===== src/rtl/timer_bank_pkg.sv =====
package timer_bank_pkg;

  // layout of one timer's byte in the control/status word
  localparam int SLOT_W   = 8;
  localparam int FLAG_BIT = 0;
  localparam int EN_BIT   = 1;
  localparam int IE_BIT   = 2;
  localparam int SEL_LSB  = 3;
  localparam int SEL_W    = 2;

  // narrow timers come first in the bank
  function automatic int lane_width(input int idx, input int n_narrow,
                                    input int narrow_w, input int wide_w);
    return (idx < n_narrow) ? narrow_w : wide_w;
  endfunction

endpackage


===== src/rtl/tick_divider.sv =====
module tick_divider #(
  parameter int NUM_RATES = 4
) (
  input  logic                 clk,
  input  logic                 rst,
  input  logic                 ref_tick,
  output logic [NUM_RATES-1:0] rate_tick
);

  localparam int PH_W = (NUM_RATES > 1) ? NUM_RATES - 1 : 1;

  logic [PH_W-1:0] phase;

  always_ff @(posedge clk) begin
    if (rst)
      phase <= '0;
    else if (ref_tick)
      phase <= phase + 1'b1;
  end

  assign rate_tick[0] = ref_tick;

  // tap k fires on the last reference tick of every 2^k
  for (genvar k = 1; k < NUM_RATES; k++) begin : g_tap
    assign rate_tick[k] = ref_tick & (&phase[k-1:0]);
  end

endmodule


===== src/rtl/countdown_timer.sv =====
module countdown_timer #(
  parameter int CNT_W = 16
) (
  input  logic             clk,
  input  logic             rst,
  input  logic             run,
  input  logic             tick,
  input  logic             start,
  input  logic             reload_we,
  input  logic [CNT_W-1:0] reload_wd,
  output logic [CNT_W-1:0] count,
  output logic [CNT_W-1:0] reload_val,
  output logic             timeout
);

  assign timeout = run & tick & (count == '0);

  always_ff @(posedge clk) begin
    if (rst) begin
      reload_val <= '0;
      count      <= '0;
    end else begin
      if (reload_we)
        reload_val <= reload_wd;
      if (start)
        count <= reload_val;
      else if (run && tick) begin
        if (count == '0)
          count <= reload_val;
        else
          count <= count - 1'b1;
      end
    end
  end

endmodule


===== src/rtl/timer_bank.sv =====
module timer_bank
  import timer_bank_pkg::*;
#(
  parameter int NUM_TIMERS = 4,
  parameter int NUM_NARROW = 2,
  parameter int NARROW_W   = 16,
  parameter int WIDE_W     = 32,
  parameter int DATA_W     = 32,
  parameter int ADDR_W     = 4
) (
  input  logic              clk,
  input  logic              rst,
  input  logic              ref_tick,
  input  logic              wr_en,
  input  logic              rd_en,
  input  logic [ADDR_W-1:0] addr,
  input  logic [DATA_W-1:0] wdata,
  output logic [DATA_W-1:0] rdata,
  output logic              irq
);

  localparam int NUM_RATES  = 1 << SEL_W;
  localparam int RELOAD_LO  = 1;
  localparam int COUNT_LO   = 1 + NUM_TIMERS;

  logic [DATA_W-1:0]    csr, csr_n;
  logic                 irq_n;
  logic [NUM_RATES-1:0] rate_tick;
  logic [NUM_TIMERS-1:0] t_en, t_ie, t_tick, t_start, t_timeout;
  logic [DATA_W-1:0]    rl_word  [NUM_TIMERS];
  logic [DATA_W-1:0]    cnt_word [NUM_TIMERS];
  logic [DATA_W-1:0]    rd_mux;
  logic                 wr_csr;

  assign wr_csr = wr_en && (addr == '0);

  tick_divider #(.NUM_RATES(NUM_RATES)) u_div (
    .clk       (clk),
    .rst       (rst),
    .ref_tick  (ref_tick),
    .rate_tick (rate_tick)
  );

  for (genvar i = 0; i < NUM_TIMERS; i++) begin : g_lane
    localparam int W = lane_width(i, NUM_NARROW, NARROW_W, WIDE_W);
    logic [W-1:0]     cnt_w, rl_w;
    logic [SEL_W-1:0] sel;

    assign t_en[i]    = csr[SLOT_W*i + EN_BIT];
    assign t_ie[i]    = csr[SLOT_W*i + IE_BIT];
    assign sel        = csr[SLOT_W*i + SEL_LSB +: SEL_W];
    assign t_tick[i]  = rate_tick[sel];
    assign t_start[i] = wr_csr && wdata[SLOT_W*i + EN_BIT] && !t_en[i];

    countdown_timer #(.CNT_W(W)) u_tmr (
      .clk        (clk),
      .rst        (rst),
      .run        (t_en[i]),
      .tick       (t_tick[i]),
      .start      (t_start[i]),
      .reload_we  (wr_en && (addr == ADDR_W'(RELOAD_LO + i))),
      .reload_wd  (wdata[W-1:0]),
      .count      (cnt_w),
      .reload_val (rl_w),
      .timeout    (t_timeout[i])
    );

    assign cnt_word[i] = DATA_W'(cnt_w);
    assign rl_word[i]  = DATA_W'(rl_w);
  end

  // next control/status word: write first, timeout sets win over it
  always_comb begin
    csr_n = wr_csr ? wdata : csr;
    for (int i = 0; i < NUM_TIMERS; i++) begin
      if (t_timeout[i] && t_ie[i])
        csr_n[SLOT_W*i + FLAG_BIT] = 1'b1;
    end
    irq_n = 1'b0;
    for (int i = 0; i < NUM_TIMERS; i++)
      irq_n = irq_n | (csr_n[SLOT_W*i + FLAG_BIT] & csr_n[SLOT_W*i + IE_BIT]);
  end

  always_comb begin
    rd_mux = '0;
    if (addr == '0)
      rd_mux = csr;
    for (int i = 0; i < NUM_TIMERS; i++) begin
      if (addr == ADDR_W'(RELOAD_LO + i))
        rd_mux = rl_word[i];
      if (addr == ADDR_W'(COUNT_LO + i))
        rd_mux = cnt_word[i];
    end
  end

  always_ff @(posedge clk) begin
    if (rst) begin
      csr   <= '0;
      irq   <= 1'b0;
      rdata <= '0;
    end else begin
      csr <= csr_n;
      irq <= irq_n;
      if (rd_en)
        rdata <= rd_mux;
    end
  end

endmodule


===== config.mk =====
export PLATFORM = sky130hd
export DESIGN_NAME = timer_bank
export DESIGN_NICKNAME = d
export VERILOG_FILES = /design/src/rtl/timer_bank_pkg.sv /design/src/rtl/tick_divider.sv /design/src/rtl/countdown_timer.sv /design/src/rtl/timer_bank.sv
export SDC_FILE = /design/constraint.sdc
export NUM_CORES = 1
export LEC_CHECK = 0
export ABC_AREA = 1
export BUFFER_PORTS_ARGS = -buffer_cell sky130_fd_sc_hd__buf_2
export CAP_MARGIN = 25
export CORE_ASPECT_RATIO = 1.25
export CORE_MARGIN = 5
export CORE_UTILIZATION = 35
export DETAILED_ROUTE_END_ITERATION = 10
export GPL_TIMING_DRIVEN = 1
export PLACE_DENSITY_LB_ADDON = 0.08
export SYNTH_ARGS = -nofsm -noshare
export SYNTH_HDL_FRONTEND = slang
export SYNTH_HIERARCHICAL = 1
export SYNTH_SLANG_ARGS = --single-unit

===== constraint.sdc =====
create_clock -name clk -period 5 [get_ports clk]
set_input_delay 1 -clock clk [delete_from_list [all_inputs] [get_ports clk]]
set_output_delay 1 -clock clk [all_outputs]
set_load 0.01 [all_outputs]

==> run_results.csv, run 1 <==
group,metric,value,unit
critical_path,critPathRequiredTime,5.51,ns
critical_path,crit_top_cell,"nor2_1",
sta,final.period_utilization,64.6,%
detailed_routing,vias,16010,
sta,fin_tns_setup,0,ns
grt,grt_antenna_before_repair,0,
synth,synth.avg_cell_area,6.21,sq um
detailed_routing,first_pass_iters,7,
sta,rsz0062_at_grt,"false",
grt,overflow,0,
sta,drv_slew,0,
pwr,cellPowerDensity,327,nW/um^2
cts,clk_pin_slew,0.06,ns
sta,relSlewSlack,31.8,%
synth,synthCells,2457,
min_path,holdCritPathClass,"flop to flop",
synth,synthesis.area,15300,sq um
critical_path,crit_arrival,3.74,ns
sta,whs,0.455,ns
critical_path,worstPathMaxFanout,27,
cts,clockBufferDepth,3,
detailed_routing,viasPerCell,5.23,
grt,grt_pass1_wl,90700,um
synth,yosysWarnings,6,
critical_path,cp_slowest_cell,"inv_1",
synth,ys_ff_latch,260,
floorplan,dieArea,47900,sq um
critical_path,crit_chain,"buf_2 > nor2_4 > nand2_2 > nor2_4 > nand2_1 > nor2_1 > nor2_2 > buf_4 > inv_1 > buf_4 > nand2_1 > nor2_1 > nor2_1 > nor2_1",
floorplan,die_x,197,um
critical_path,r2r_slack,1.78,ns
sta,max_freq,309,MHz
synth,synth_area_leaders,"dfxtp_1 34%, nand2_1 13%, nor2_1 8.5%",
floorplan,rows,85,
place,portBuffers,73,
synth,synth_edf_count,0,
cts,clockRootBuffer,"clkbuf_16",
cts,cts_hold_buf,0,
pwr,p_leak,7.70,nW
synth,synthFlopType,"dfxtp_1",
place,dp.final_hpwl,43300,um
grt,first_global_vias,15082,
grt,grt_max_degree,49,
place,place_congestion,0.929,
flow_run,max_cap_violations,0,
critical_path,crit_type,"primary input to flop",
critical_path,crit_path_start_kind,"primary input",
detailed_routing,dr.first_iter.drc_count,1163,
outcome,status,"complete, no violations",
synth,yosysTopAreaCell,"dfxtp_1",
cells_and_area,nNetsFinal,2525,
cts,clkSinkCount,260,
synth,ys_types,37,
detailed_routing,wl_per_cell,19.3,um
sta,setup_viol,0,
pwr,p_total,5.59,mW
synth,ys_seq_area_share,34.1,%
cts,post_cts_buffers,0,
grt,track_usage,23.9,%
floorplan,start_util,35.4,%
cts,post_cts_resized,0,
detailed_routing,wl,59200,um
pwr,vdd_drop_max,285,uV
detailed_routing,drc_errors,0,
cells_and_area,drive_gt1_share,8.81,%
floorplan,dieHeight,243,um
cells_and_area,final_area,17100,sq um
sta,tightest_slew,1.02,ns
synth,async_flop_share,0,%
cts,cts_buffers,31,
synth,synth.top_cell.area_share,34.1,%
critical_path,max_stage_delay,0.64,ns
cells_and_area,synthToLayoutAreaGrowth,11.9,%
cts,cts_tree,"yes",
floorplan,ios,74,
sta,finalCriticalPeriod,3.23,ns
sta,fin_skew,0.0282,ns
critical_path,end_kind,"flop",
detailed_routing,ant_nets,0,
place,post_dp_cell_area,16000,sq um
floorplan,coreArea,43100,sq um
sta,finalHoldViolCount,0,
cts,insertion_delay,0.60,ns
cts,htreeDepth,1,
synth,syn_nets,2508,
## cells in the mapped netlist, types with 11 or more instances
cell / n
nand2_1: 544
nor2_1: 345
inv_1: 310
dfxtp_1: 260
o21ai_0: 231
nand3_1: 209
a21oi_1: 198
clkbuf_1: 72
nand4_1: 43
nor2_2: 28
buf_2: 22
o21ai_1: 20
nor3_1: 16
nor2_4: 14
o211ai_1: 14
a211oi_1: 13
xnor2_1: 12
xor2_1: 12
buf_4: 11
## metal layers
| layer | part of all wire [%] | up-vias | track usage (%) |
|---|---|---|---|
| li1 | - | 7924 | - |
| met1 | 46 | 7568 | 33.6 |
| met2 | 46 | 420 | 38.7 |
| met3 | 5.1 | 98 | 2.50 |
| met4 | 3.3 | 0 | 7.22 |
| met5 | 0 | - | 0 |
## report_power, final
| group | switching, mW | internal (mW) | total [mW] |
|---|---|---|---|
| registers | 0.0439 | 2.12 | 2.17 |
| clock network | 0.948 | 1.39 | 2.34 |
| logic | 0.762 | 0.319 | 1.08 |
## worst max-delay path, delay by kind of cell
family / cells / cell delay, ns
simple gates: 10 / 1.38
buf+inv: 4 / 1.34
## worst paths after layout
kind / start / end / cells past startpoint
hold / removal: csr[31]$_SDFFE_PP0N_ / csr[31]$_SDFFE_PP0N_ / 2
setup / recovery: addr[1] / g_lane[3].u_tmr/count[26]$_SDFFE_PP0P_ / 14
hold reg to reg: csr[31]$_SDFFE_PP0N_ / csr[31]$_SDFFE_PP0N_ / 2
setup reg to reg: u_div/phase[0]$_SDFFE_PP0P_ / g_lane[3].u_tmr/count[26]$_SDFFE_PP0P_ / 16
## per-stage QoR
step	worst slack (ns)	instances	utilization (%)
after detailed placement	1.15	3005	37.2
after CTS	1.76	3060	39.6
after global routing	1.47	3061	39.7
after floorplan	2.06	2457	-
final	1.77	3062	39.7
after global placement	1.18	3002	37.0
## state kept, by name, summed over array words and instances, names as in the netlist
name and cells:
csr 32, g_lane.u_tmr/count 96, g_lane.u_tmr/reload_val 96, irq 1, rdata 32, u_div/phase 3
## area by class of cell
cell class	count	area [sq um]
diodes	1	2.50
inverters	319	1200
repair buffers	102	653
fillers	4716	26000
clock buffers	49	953
flip-flops and latches	260	5200
well taps	565	707
clock inverters	6	86.3
multi-input cells	1760	8280
## logic make-up after synthesis
logic type	share of synthesized area [%]
compound gates	17.2
xor+xnor	1.38
fa+ha+maj	0.820
buf+inv	11.7
flops	34.1
simple gates	34.8
## layout by cell type (no fill, tap or decap), types with 7 or more instances in the layout
master	instances
a211oi_1	13
a21oi_1	198
buf_2	72
buf_4	26
clkbuf_1	7
clkbuf_16	31
clkbuf_8	11
dfxtp_1	260
ha_1	10
inv_1	310
nand2_1	544
nand3_1	209
nand4_1	43
nor2_1	344
nor2_2	28
nor2_4	15
nor3_1	16
o211ai_1	14
o21ai_0	231
o21ai_1	20
o21bai_1	8
xnor2_1	12
xor2_1	12
Power figures use the tool's default switching activity.
==> run 2, diff against run 1 <==
clock period = 2.6 ns   (was 5 ns; I/O delays follow)
==> run 2 against run 1 <==
Combinational power grew 100%. Sequential share of layout area shrank 0.61 points. Total power grew 91%. Largest power group unchanged.
==> run_results.csv, run 2 (synthesis gave the netlist of run 1 again) <==
group,metric,value,unit
grt,grt_antenna_before_repair,0,
cts,clockBufferDepth,3,
detailed_routing,wl,59700,um
detailed_routing,drc_errors,0,
floorplan,die_x,197,um
sta,max_freq,418,MHz
cells_and_area,fin_util,40.5,%
cts,insertion_delay,0.59,ns
floorplan,ios,74,
floorplan,dieHeight,243,um
cells_and_area,layout_commonest_cell,"nand2_1",
detailed_routing,wl_per_cell,19.2,um
detailed_routing,viasPerCell,5.22,
sta,final.period_utilization,91.9,%
cts,clockRootBuffer,"clkbuf_16",
critical_path,max_stage_delay,0.34,ns
critical_path,worstPathMaxFanout,16,
cells_and_area,synthToLayoutAreaGrowth,14.2,%
detailed_routing,ant_nets,0,
critical_path,crit_type,"flop to flop",
sta,fin_skew,0.0186,ns
cells_and_area,fin_cells,3103,
floorplan,rows,85,
grt,track_usage,23.9,%
cts,cts_buffers,30,
critical_path,end_kind,"flop",
critical_path,crit_top_cell,"nand2_1",
floorplan,start_util,35.4,%
cts,cts_tree,"yes",
detailed_routing,dr.first_iter.drc_count,1419,
grt,grt_pass1_wl,90300,um
sta,finalCriticalPeriod,2.39,ns
sta,rsz0062_at_grt,"false",
cts,clkSinkCount,260,
critical_path,cp_slowest_cell,"dfxtp_1",
sta,relSlewSlack,31.8,%
flow_run,max_cap_violations,0,
cells_and_area,reg_top3,"g_lane.u_tmr/count x96, g_lane.u_tmr/reload_val x96",
sta,drv_slew,0,
sta,final.setup.worst_slack,0.210,ns
place,place_inst,3044,
critical_path,crit_chain,"ha_1 > ha_1 > nand2_1 > inv_1 > nor2_1 > o22ai_1 > buf_4 > nand2_1 > inv_1 > nor2_4 > buf_4 > a21oi_1 > nand2_1 > a21oi_1",
min_path,holdCritPathClass,"primary input to flop",
place,dp.final_hpwl,44600,um
critical_path,crit_arrival,2.89,ns
critical_path,path_delay_family,"buffers and inverters",
pwr,p_leak,7.90,nW
place,place_congestion,0.941,
cts,htreeDepth,1,
place,post_dp_cell_area,16400,sq um
pwr,cellPowerDensity,612,nW/um^2
critical_path,crit_path_start_kind,"flop",
grt,overflow,0,
cells_and_area,final_cell_mix,"544 x nand2_1, 344 x nor2_1, 310 x inv_1",
detailed_routing,first_pass_iters,7,
sta,fin_tns_setup,0,ns
floorplan,coreArea,43100,sq um
cts,cts_hold_buf,0,
pwr,vdd_drop_max,557,uV
place,place_ws,-0.0344,ns
critical_path,critPathRequiredTime,3.10,ns
grt,grt_max_degree,62,
detailed_routing,vias,16198,
place,portBuffers,73,
sta,setup_viol,0,
critical_path,cp_num_buf_inv,4,
sta,tightest_slew,1.02,ns
outcome,status,"complete, no violations",
cts,clk_pin_slew,0.06,ns
sta,finalHoldViolCount,0,
cells_and_area,final_area,17400,sq um
grt,first_global_vias,15037,
cells_and_area,nNetsFinal,2564,
floorplan,dieArea,47900,sq um
cells_and_area,drive_gt1_share,10.4,%
run 2: changes by cell type in the layout (fill, tap and decap cells not counted), sizes merged:
cell,previous run,this run
buf,102,142
bufinv,2,1
clkbuf,49,44
clkinv,6,13
clkinvlp,1,2
inv,316,315
run 2: worst paths after layout:
| check | depth (start not counted) | startpoint | slack, ns | endpoint |
|---|---|---|---|---|
| worst max-delay path | 14 | u_div/phase[0]$_SDFFE_PP0P_ | 0.21 | g_lane[3].u_tmr/count[27]$_SDFFE_PP0P_ |
| worst min register to register | 2 | csr[29]$_SDFFE_PP0N_ | 0.46 | csr[29]$_SDFFE_PP0N_ |
| worst max register to register | 14 | u_div/phase[0]$_SDFFE_PP0P_ | 0.21 | g_lane[3].u_tmr/count[27]$_SDFFE_PP0P_ |
| worst min-delay path | 3 | wdata[25] | 0.28 | csr[25]$_SDFFE_PP0N_ |
run 2: repair_timing:
item,CTS,global route
gates resized for setup,0,5
setup buffers,0,2
endpoints found under the setup margin,0,16
run 2: power breakdown:
group | total (mW) | leakage [nW] | switching (mW) | internal, mW
Sequential | 4.16 | 2.11 | 0.0821 | 4.08
Combinational | 2.19 | 5.31 | 1.48 | 0.708
Clock | 4.31 | 0.489 | 1.84 | 2.47
Total | 10.7 | 7.90 | 3.40 | 7.26
run 2: area by class of cell:
cell class                      instances  area [sq um]
Sequential cell                       260          5200
Timing Repair Buffer                  142          1020
Inverter                              319          1200
Clock buffer                           44           895
Clock inverter                         12          93.8
Antenna cell                            1          2.50
Multi-Input combinational cell       1760          8310
Fill cell                            4809         25600
Tap cell                              565           707
run 2: through the flow:
stage,power [mW],hold slack [ns]
6_report,10.7,0.276
3_5_place_dp,6.42,0.452
3_3_place_gp,6.41,0.449
5_1_grt,11.2,0.259
4_1_cts,10.8,0.253
2_1_floorplan,5.74,0.430
run 2: worst reg2reg max path, stage by stage, from the launching register on:
cell     delay (ns)
dfxtp_1        0.34
ha_1           0.18
ha_1           0.14
nand2_1        0.05
inv_1          0.19
nor2_1         0.08
o22ai_1        0.24
buf_4          0.15
nand2_1        0.10
inv_1          0.12
nor2_4         0.06
buf_4          0.21
a21oi_1        0.24
nand2_1        0.09
a21oi_1        0.13
run 2: layer usage:
metal,vias to the layer above,wire length (um),global-route usage [%]
met5,-,0,0
met4,0,1680,6.63
met3,80,3120,2.34
met2,483,27900,39.4
met1,7620,27000,33.4
li1,8015,-,-
